==> src/rtl/wdg_gate_pkg.sv <==
package wdg_gate_pkg;

    // Register file contents of the reset gate
    typedef struct packed {
        logic mask_bit;   // stored mask bit, meaning set by MASK_INV
        logic autodis;    // drop request while processor is in reset
        logic cnt_en;     // watchdog counter enable
        logic cause;      // sticky: a watchdog reset went out
    } gate_regs_t;

    typedef struct packed {
        logic rst_req;
    } gate_path_t;

endpackage

==> src/rtl/wdg_gate_regs.sv <==
module wdg_gate_regs
    import wdg_gate_pkg::*;
#(
    parameter int ADDR_W      = 8,
    parameter int DATA_W      = 32,
    parameter int OFF_MASK    = 'h00,
    parameter int OFF_AUTODIS = 'h04,
    parameter int OFF_CNTEN   = 'h08,
    parameter int OFF_STAT    = 'h0C,
    parameter int MASK_BIT    = 2,
    parameter int CNT_BIT     = 7,
    parameter int STAT_BIT    = 0,
    parameter bit MASK_INV    = 1'b1
) (
    input  logic              clk,
    input  logic              por_n,
    input  logic              bus_sel,
    input  logic              bus_we,
    input  logic [ADDR_W-1:0] bus_addr,
    input  logic [DATA_W-1:0] bus_wdata,
    output logic [DATA_W-1:0] bus_rdata,
    input  logic              cause_set_i,
    output logic              mask_bit_o,
    output logic              autodis_o,
    output logic              cnt_en_o,
    output logic              cause_o
);

    localparam logic [ADDR_W-1:0] A_MASK    = ADDR_W'(OFF_MASK);
    localparam logic [ADDR_W-1:0] A_AUTODIS = ADDR_W'(OFF_AUTODIS);
    localparam logic [ADDR_W-1:0] A_CNTEN   = ADDR_W'(OFF_CNTEN);
    localparam logic [ADDR_W-1:0] A_STAT    = ADDR_W'(OFF_STAT);
    // Reset leaves the mask in its blocking state
    localparam logic MASK_RST = MASK_INV ? 1'b0 : 1'b1;

    gate_regs_t r_d, r_q;
    logic wr_en, wr_mask, wr_autodis, wr_cnten, cause_clr;

    always_comb begin
        wr_en      = bus_sel && bus_we;
        wr_mask    = wr_en && (bus_addr == A_MASK);
        wr_autodis = wr_en && (bus_addr == A_AUTODIS);
        wr_cnten   = wr_en && (bus_addr == A_CNTEN);
        cause_clr  = wr_en && (bus_addr == A_STAT) && bus_wdata[STAT_BIT];

        r_d = r_q;
        if (wr_mask)    r_d.mask_bit = bus_wdata[MASK_BIT];
        if (wr_autodis) r_d.autodis  = bus_wdata[MASK_BIT];
        if (wr_cnten)   r_d.cnt_en   = bus_wdata[CNT_BIT];
        if (cause_clr)   r_d.cause    = 1'b0;
        if (cause_set_i) r_d.cause    = 1'b1;   // set wins over clear
    end

    always_ff @(posedge clk or negedge por_n) begin
        if (!por_n) begin
            r_q.mask_bit <= MASK_RST;
            r_q.autodis  <= 1'b0;
            r_q.cnt_en   <= 1'b0;
            r_q.cause    <= 1'b0;
        end else begin
            r_q <= r_d;
        end
    end

    always_comb begin
        bus_rdata = '0;
        if (bus_addr == A_MASK)         bus_rdata[MASK_BIT] = r_q.mask_bit;
        else if (bus_addr == A_AUTODIS) bus_rdata[MASK_BIT] = r_q.autodis;
        else if (bus_addr == A_CNTEN)   bus_rdata[CNT_BIT]  = r_q.cnt_en;
        else if (bus_addr == A_STAT)    bus_rdata[STAT_BIT] = r_q.cause;
    end

    assign mask_bit_o = r_q.mask_bit;
    assign autodis_o  = r_q.autodis;
    assign cnt_en_o   = r_q.cnt_en;
    assign cause_o    = r_q.cause;

    // counter enable moves only through a write to its register
    p_cnt_hold_r2: assert property (@(posedge clk) disable iff (!por_n)
        !wr_cnten |=> $stable(cnt_en_o));

    // cause flag falls only after a clearing write
    p_cause_sticky_r6: assert property (@(posedge clk) disable iff (!por_n)
        $fell(cause_o) |-> $past(cause_clr));

    // a set request always leaves the flag set
    p_cause_set_r6: assert property (@(posedge clk) disable iff (!por_n)
        cause_set_i |=> cause_o);

endmodule

==> src/rtl/wdg_gate_path.sv <==
module wdg_gate_path
    import wdg_gate_pkg::*;
#(
    parameter bit MASK_INV = 1'b1
) (
    input  logic clk,
    input  logic por_n,
    input  logic req_i,
    input  logic cpu_in_rst_i,
    input  logic mask_bit_i,
    input  logic autodis_i,
    output logic fire_o,
    output logic rst_req_o
);

    logic allow;
    gate_path_t p_d, p_q;

    generate
        if (MASK_INV) begin : g_set_allows
            assign allow = mask_bit_i;
        end else begin : g_set_blocks
            assign allow = ~mask_bit_i;
        end
    endgenerate

    always_comb begin
        fire_o    = req_i && allow && !(autodis_i && cpu_in_rst_i);
        p_d       = p_q;
        p_d.rst_req = fire_o;
    end

    always_ff @(posedge clk or negedge por_n) begin
        if (!por_n) p_q <= '0;
        else        p_q <= p_d;
    end

    assign rst_req_o = p_q.rst_req;

    // a blocking mask keeps the output low on the next cycle
    p_mask_blocks_r3: assert property (@(posedge clk) disable iff (!por_n)
        (MASK_INV ? !mask_bit_i : mask_bit_i) |=> !rst_req_o);

    // auto-disable with processor in reset suppresses the output
    p_autodis_blocks_r4: assert property (@(posedge clk) disable iff (!por_n)
        (autodis_i && cpu_in_rst_i) |=> !rst_req_o);

    // no request, no reset on the next cycle
    p_idle_quiet_r5: assert property (@(posedge clk) disable iff (!por_n)
        !req_i |=> !rst_req_o);

endmodule

==> src/rtl/wdg_rst_gate.sv <==
module wdg_rst_gate
    import wdg_gate_pkg::*;
#(
    parameter int ADDR_W      = 8,
    parameter int DATA_W      = 32,
    parameter int OFF_MASK    = 'h00,
    parameter int OFF_AUTODIS = 'h04,
    parameter int OFF_CNTEN   = 'h08,
    parameter int OFF_STAT    = 'h0C,
    parameter int MASK_BIT    = 2,
    parameter int CNT_BIT     = 7,
    parameter int STAT_BIT    = 0,
    parameter bit MASK_INV    = 1'b1
) (
    input  logic              clk,
    input  logic              por_n,
    input  logic              bus_sel,
    input  logic              bus_we,
    input  logic [ADDR_W-1:0] bus_addr,
    input  logic [DATA_W-1:0] bus_wdata,
    output logic [DATA_W-1:0] bus_rdata,
    input  logic              wdg_req_i,
    input  logic              cpu_in_rst_i,
    output logic              wdg_cnt_en_o,
    output logic              sys_wdg_rst_o
);

    logic mask_bit, autodis, cause, fire;

    wdg_gate_regs #(
        .ADDR_W(ADDR_W), .DATA_W(DATA_W),
        .OFF_MASK(OFF_MASK), .OFF_AUTODIS(OFF_AUTODIS),
        .OFF_CNTEN(OFF_CNTEN), .OFF_STAT(OFF_STAT),
        .MASK_BIT(MASK_BIT), .CNT_BIT(CNT_BIT), .STAT_BIT(STAT_BIT),
        .MASK_INV(MASK_INV)
    ) u_regs (
        .clk(clk), .por_n(por_n),
        .bus_sel(bus_sel), .bus_we(bus_we), .bus_addr(bus_addr),
        .bus_wdata(bus_wdata), .bus_rdata(bus_rdata),
        .cause_set_i(fire),
        .mask_bit_o(mask_bit), .autodis_o(autodis),
        .cnt_en_o(wdg_cnt_en_o), .cause_o(cause)
    );

    wdg_gate_path #(.MASK_INV(MASK_INV)) u_path (
        .clk(clk), .por_n(por_n),
        .req_i(wdg_req_i), .cpu_in_rst_i(cpu_in_rst_i),
        .mask_bit_i(mask_bit), .autodis_i(autodis),
        .fire_o(fire), .rst_req_o(sys_wdg_rst_o)
    );

    // every outgoing reset is recorded in the cause flag
    p_rst_recorded_r6: assert property (@(posedge clk) disable iff (!por_n)
        sys_wdg_rst_o |-> cause);

endmodule

==> config.mk <==
export PLATFORM = sky130hd
export DESIGN_NAME = wdg_rst_gate
export DESIGN_NICKNAME = d
export VERILOG_FILES = /design/src/rtl/wdg_gate_pkg.sv /design/src/rtl/wdg_gate_regs.sv /design/src/rtl/wdg_gate_path.sv /design/src/rtl/wdg_rst_gate.sv
export SDC_FILE = /design/constraint.sdc
export NUM_CORES = 1
export LEC_CHECK = 0
export ABC_AREA = 1
export BUFFER_PORTS_ARGS = -buffer_cell sky130_fd_sc_hd__buf_2
export CAP_MARGIN = 20
export CORE_MARGIN = 2
export CORE_UTILIZATION = 25
export CTS_CLUSTER_DIAMETER = 100
export DETAILED_ROUTE_END_ITERATION = 8
export GPL_TIMING_DRIVEN = 0
export PLACE_DENSITY_LB_ADDON = 0.05
export SETUP_SLACK_MARGIN = 0.02
export SYNTH_ARGS = -nofsm -noshare
export SYNTH_HDL_FRONTEND = slang
export SYNTH_SLANG_ARGS = --single-unit
==> constraint.sdc <==
create_clock -name clk -period 1.95 [get_ports clk]
set_clock_uncertainty 0.1 [all_clocks]
set_input_delay 0.2925 -clock clk [delete_from_list [all_inputs] [get_ports clk]]
set_output_delay 0.2925 -clock clk [all_outputs]
set_load 0.03 [all_outputs]
==> impl_metrics.env, run 1 <==
export IMPL_status="finished clean"
export IMPL_finalHoldViolCount=0
export IMPL_rsz0062_at_grt="false"
export IMPL_die_area_um2=2750
export IMPL_cts_buffer_depth=2
export IMPL_grt_usage=0.0819
export IMPL_synth_top_cells_by_area="buf_4 37%, dfrtp_1 21%, nand2_1 13%, nand3_1 6.0%, nor2_1 5.1%"
export IMPL_synth_enable_flop_cells=0
export IMPL_first_iter_violations=8
export IMPL_max_cap_violations=0
export IMPL_synth_cell_types=14
export IMPL_die_h_um=52.5
export IMPL_p_leak_nw=0.569
export IMPL_fmax_mhz=687
export IMPL_utilization=0.393
export IMPL_clkSinkCount=5
export IMPL_syn_instance_count=87
export IMPL_antenna_found_initial=0
export IMPL_synth_top_area_share=0.371
export IMPL_cp_arrival_ns=1.06
export IMPL_remaining_drc_errors=0
export IMPL_cts_buffers=3
export IMPL_nets=188
export IMPL_p_per_area_nw_per_um2=466
export IMPL_vias=548
export IMPL_grt_start_max_net_pins=7
export IMPL_area_growth_pct=48.0
export IMPL_grt_pass1_wl_um=1700
export IMPL_dp_hpwl_um=1000
export IMPL_ant_nets=0
export IMPL_floorplan_rows=17
export IMPL_syn_mean_instance_area_um2=6.74
export IMPL_initial_core_util=0.265
export IMPL_coreArea_um2=2210
export IMPL_critPathKind="in -> out"
export IMPL_die_width_um=52.5
export IMPL_diodes=0
export IMPL_cts_hold_fix_buffers=1
export IMPL_dr_pass1_iters=4
export IMPL_clk_latency_ns=0.24
export IMPL_finalCritPeriodShare=0.746
export IMPL_ir_worst_vdd_mv=0.274
export IMPL_end_kind="output pin"
export IMPL_setup_viol=0
export IMPL_hold_path_class="in -> reg"
export IMPL_post_cts_buffers=0
export IMPL_ys_ff_latch=5
export IMPL_avgViaCountPerCell=3.24
export IMPL_overflow=0
export IMPL_ios=80
export IMPL_required_ns=1.56
export IMPL_grt_pass1_vias=478
export IMPL_final_setup_tns_ns=0
export IMPL_startpoint_type="primary input"
export IMPL_io_buffer_count=21
export IMPL_wire_per_inst_um=6.34
export IMPL_ys_top_cells_by_count="29 x buf_4, 21 x nand2_1, 8 x nor2_1, 7 x nand3_1"
export IMPL_ctsHtreeMaxLevel=1
export IMPL_yosysTopAreaCell="buf_4"
export IMPL_cts_resized_gates=0
export IMPL_ys_seq_area_frac=0.213
export IMPL_finalMaxSlewViolations=0
export IMPL_syn_area_um2=587
export IMPL_synth_flop_cell="dfrtp_1"
export IMPL_ys_warn_count=0
export IMPL_synthArstFlopShare=1.00
export IMPL_final_min_clock_period_ns=1.45
export IMPL_root_buffer="clkbuf_4"
export IMPL_clkTransAtPathRegs_ns=0.04
export IMPL_post_synth_top_count_cell="buf_4"
export IMPL_wl_um=1070
export IMPL_cts_tree="built"
export IMPL_cp_max_fo=5
export IMPL_drive_gt1_frac=0.433
export IMPL_place_gp_congestion=0.683
==> cell usage in the layout, fill, tap and decap left out, drive strengths merged <==
cell and instances:
and3 1, buf 50, clkbuf 4, clkinv 1, conb 29, dfrtp 5, dlygate4sd3 1, inv 7
nand2 22, nand3 7, nor2 13, nor3b 1
==> area by class of cell <==
class | instances | area [um^2]
fillers | 255 | 1340
multi-input cells | 73 | 319
plain buffers | 29 | 218
flip-flops and latches | 5 | 125
repair buffers | 22 | 115
well taps | 28 | 35.0
inverters | 8 | 30.0
clock buffers | 4 | 26.3
==> critical path, stage by stage <==
cell and delay, ns:
buf_2 0.10, nor2_2 0.13, nand2_4 0.09, nor2_2 0.15, nand2_1 0.06, nand2_1 0.06, buf_2 0.19
==> cells by family (layout without fill, tap and decap cells) <==
kind of cell  Yosys count  after routing  share of synthesized area
flops                   5              5                      0.213
other cells             1             29                    0.00639
buf+inv                37             63                      0.422
simple gates           44             44                      0.358
==> state kept, by name (all words and copies together), names as in the netlist <==
name and flops:
u_path.rst_req_o 1, u_regs.autodis_o 1, u_regs.cause_o 1, u_regs.cnt_en_o 1
u_regs.mask_bit_o 1
==> path summary, 6_finish.rpt <==
kind                                      to  cells after the start  slack, ns              from
max                             bus_rdata[2]                      7       0.50       bus_addr[5]
min                          u_regs.cnt_en_o                      3       0.19      bus_wdata[7]
max reg2reg                   u_regs.cause_o                      3       1.16  u_regs.autodis_o
min reg2reg                   u_regs.cause_o                      2       0.36    u_regs.cause_o
max in group asynchronous    u_regs.cnt_en_o                      2       1.33             por_n
min in group asynchronous  u_regs.mask_bit_o                      2       0.29             por_n
==> routing by layer <==
| layer | track usage | routed length [um] |
|---|---|---|
| met1 | 0.0796 | 381 |
| met2 | 0.152 | 565 |
| met3 | 0.0371 | 125 |
| met4 | 0.0256 | 0 |
| met5 | 0 | 0 |
==> power by group <==
part	internal, mW	switching [mW]
registers	0.112	0.00353
clock network	0.0773	0.0412
logic	0.0621	0.109
total	0.251	0.154
==> through the flow <==
stage | worst slack [ns] | power (mW) | hold WS, ns | std cells | instance area [um^2]
after floorplan | 0.271 | 0.258 | -0.103 | 115 | 692
after global placement | 0.476 | 0.285 | 0.0105 | 164 | 832
after detailed placement | 0.473 | 0.286 | 0.0144 | 164 | 832
after CTS | 0.472 | 0.411 | 0.192 | 169 | 868
after global routing | 0.363 | 0.432 | 0.204 | 169 | 868
final | 0.495 | 0.405 | 0.193 | 169 | 868
Note: power is estimated with default switching activity, not from simulation.
==> run 2, diff against run 1 <==
==> constraint.sdc (replaced) <==
create_clock -name clk -period 1.45 [get_ports clk]
set_clock_uncertainty 0.1 [all_clocks]
set_input_delay 0.2175 -clock clk [delete_from_list [all_inputs] [get_ports clk]]
set_output_delay 0.2175 -clock clk [all_outputs]
set_load 0.03 [all_outputs]
==> run 2 against run 1 <==
Against the previous run: global-route usage fell by 0.055 points; sequential power is 35% higher; non-clock buffer count did not move; routed wire length is 4.8% lower; critical path depth unchanged; core utilization up 0.23 points; power increased by 34%; flip-flop and latch count is the same; via count grew 1.1%; sequential share of layout area is 0.083 points lower; cell area up 0.58%; critical endpoint unchanged; largest cell class unchanged.
==> impl_metrics.env, run 2 (synthesis results as in run 1) <==
export IMPL_wl_um=1020
export IMPL_grt_pass1_vias=471
export IMPL_highest_layer="met3"
export IMPL_cts_resized_gates=0
export IMPL_wl_met2_um=551
export IMPL_wire_per_inst_um=6.04
export IMPL_avgViaCountPerCell=3.28
export IMPL_die_area_um2=2750
export IMPL_area_growth_pct=48.8
export IMPL_final_setup_tns_ns=0
export IMPL_diodes=0
export IMPL_finalMaxSlewViolations=0
export IMPL_wl_met1_um=358
export IMPL_place_gp_congestion=0.786
export IMPL_critPathKind="in -> out"
export IMPL_final_area_um2=873
export IMPL_finalHoldViolCount=0
export IMPL_wl_met3_um=111
export IMPL_final_min_clock_period_ns=1.31
export IMPL_path_delay_family="simple AND/OR/NAND/NOR gates"
export IMPL_clkSinkCount=5
export IMPL_hold_path_class="in -> reg"
export IMPL_ios=80
export IMPL_final_cell_mix="29 x buf_4, 29 x conb_1, 21 x nand2_1, 21 x buf_2, 8 x nor2_1"
export IMPL_antenna_found_initial=0
export IMPL_dr_pass1_iters=2
export IMPL_nets=188
export IMPL_initial_core_util=0.265
export IMPL_drive_gt1_frac=0.440
export IMPL_cp_slowest_stage_delay_ns=0.19
export IMPL_die_width_um=52.5
export IMPL_fmax_mhz=761
export IMPL_coreArea_um2=2210
export IMPL_p_per_area_nw_per_um2=622
export IMPL_grt_pass1_wl_um=1640
export IMPL_grt_usage=0.0814
export IMPL_overflow=0
export IMPL_ant_nets=0
export IMPL_setup_viol=0
export IMPL_root_buffer="clkbuf_4"
export IMPL_path_cells="buf_2, nor2_2, nand2_4, nor2_2, nand2_1, nand2_1, buf_2"
export IMPL_cts_buffer_depth=2
export IMPL_fill_cells=249
export IMPL_max_cap_violations=0
export IMPL_io_buffer_count=21
export IMPL_grt_start_max_net_pins=7
export IMPL_post_place_cells=164
export IMPL_rsz0062_at_grt="false"
export IMPL_dp_hpwl_um=968
export IMPL_stdcell_count=169
export IMPL_required_ns=1.13
export IMPL_clkTransAtPathRegs_ns=0.04
export IMPL_cts_tree="built"
export IMPL_layout_setup_ws_ns=0.135
export IMPL_p_leak_nw=0.569
export IMPL_status="finished clean"
export IMPL_first_iter_violations=1
export IMPL_die_h_um=52.5
export IMPL_cp_arrival_ns=1.00
export IMPL_finalCritPeriodShare=0.907
export IMPL_crit_slowest_cell="buf_2"
export IMPL_dp_slack_ns=0.128
export IMPL_startpoint_type="primary input"
export IMPL_cp_max_fo=5
export IMPL_ir_worst_vdd_mv=0.274
export IMPL_remaining_drc_errors=0
export IMPL_floorplan_rows=17
export IMPL_ctsHtreeMaxLevel=1
export IMPL_place_area_um2=837
export IMPL_vias=554
export IMPL_clk_latency_ns=0.24
export IMPL_cts_buffers=3
export IMPL_crit_buf_inv=2
export IMPL_end_kind="output pin"
==> run 2: cell counts in the layout (fill, tap and decap cells not counted) <==
Identical to the previous run, type by type.
==> run 2: worst reg2reg max path: cells and delay by family (launching register included) <==
family,cells,cell delay (ns)
DFF,1,0.36
and+or+nand+nor,3,0.21
==> run 2: power breakdown <==
part / switching, mW / leakage [nW] / internal, mW
clock network: 0.0530 / 0.0150 / 0.104
registers: 0.00485 / 0.0685 / 0.150
logic: 0.147 / 0.486 / 0.0836
total: 0.205 / 0.569 / 0.338
==> run 2: final timing paths <==
path	endpoint	slack (ns)	cells after the start	start
worst min-delay path	u_regs.cnt_en_o	0.12	3	bus_wdata[7]
min in group asynchronous	u_regs.mask_bit_o	0.22	2	por_n
max in group asynchronous	u_regs.cnt_en_o	0.91	2	por_n
worst min register to register	u_regs.cause_o	0.37	2	u_regs.cause_o
worst max-delay path	bus_rdata[2]	0.14	7	bus_addr[5]
worst max register to register	u_regs.cause_o	0.67	3	u_regs.autodis_o
==> run 2: cell type report <==
| type | count | area, um^2 | share of cell area |
|---|---|---|---|
| Sequential cell | 5 | 125 | 0.143 |
| Buffer | 29 | 218 | 0.249 |
| Inverter | 8 | 30.0 | 0.0344 |
| Multi-Input combinational cell | 73 | 324 | 0.371 |
| Clock buffer | 4 | 26.3 | 0.0301 |
| Timing Repair Buffer | 22 | 115 | 0.132 |
| Tap cell | 28 | 35.0 | 0.0401 |
==> run 2: stage by stage <==
stage,hold WS [ns],util,power [mW]
4_1_cts,0.116,0.395,0.552
3_5_place_dp,-0.0642,0.378,0.385
3_3_place_gp,-0.0665,0.378,0.383
6_report,0.119,0.395,0.543
5_1_grt,0.130,0.395,0.580
2_1_floorplan,-0.178,-,0.347
==> run 2: repair_timing <==
| action | CTS | global route |
|---|---|---|
| hold buffers | 1 | 0 |
| hold endpoints to repair | 5 | 0 |
| setup buffers | 0 | 0 |
==> run 2: metal layers <==
layer / vias to the layer above / global-route usage
li1: 312 / -
met1: 220 / 0.0728
met5: - / 0
met2: 22 / 0.152
met3: 0 / 0.0200
met4: 0 / 0.0641
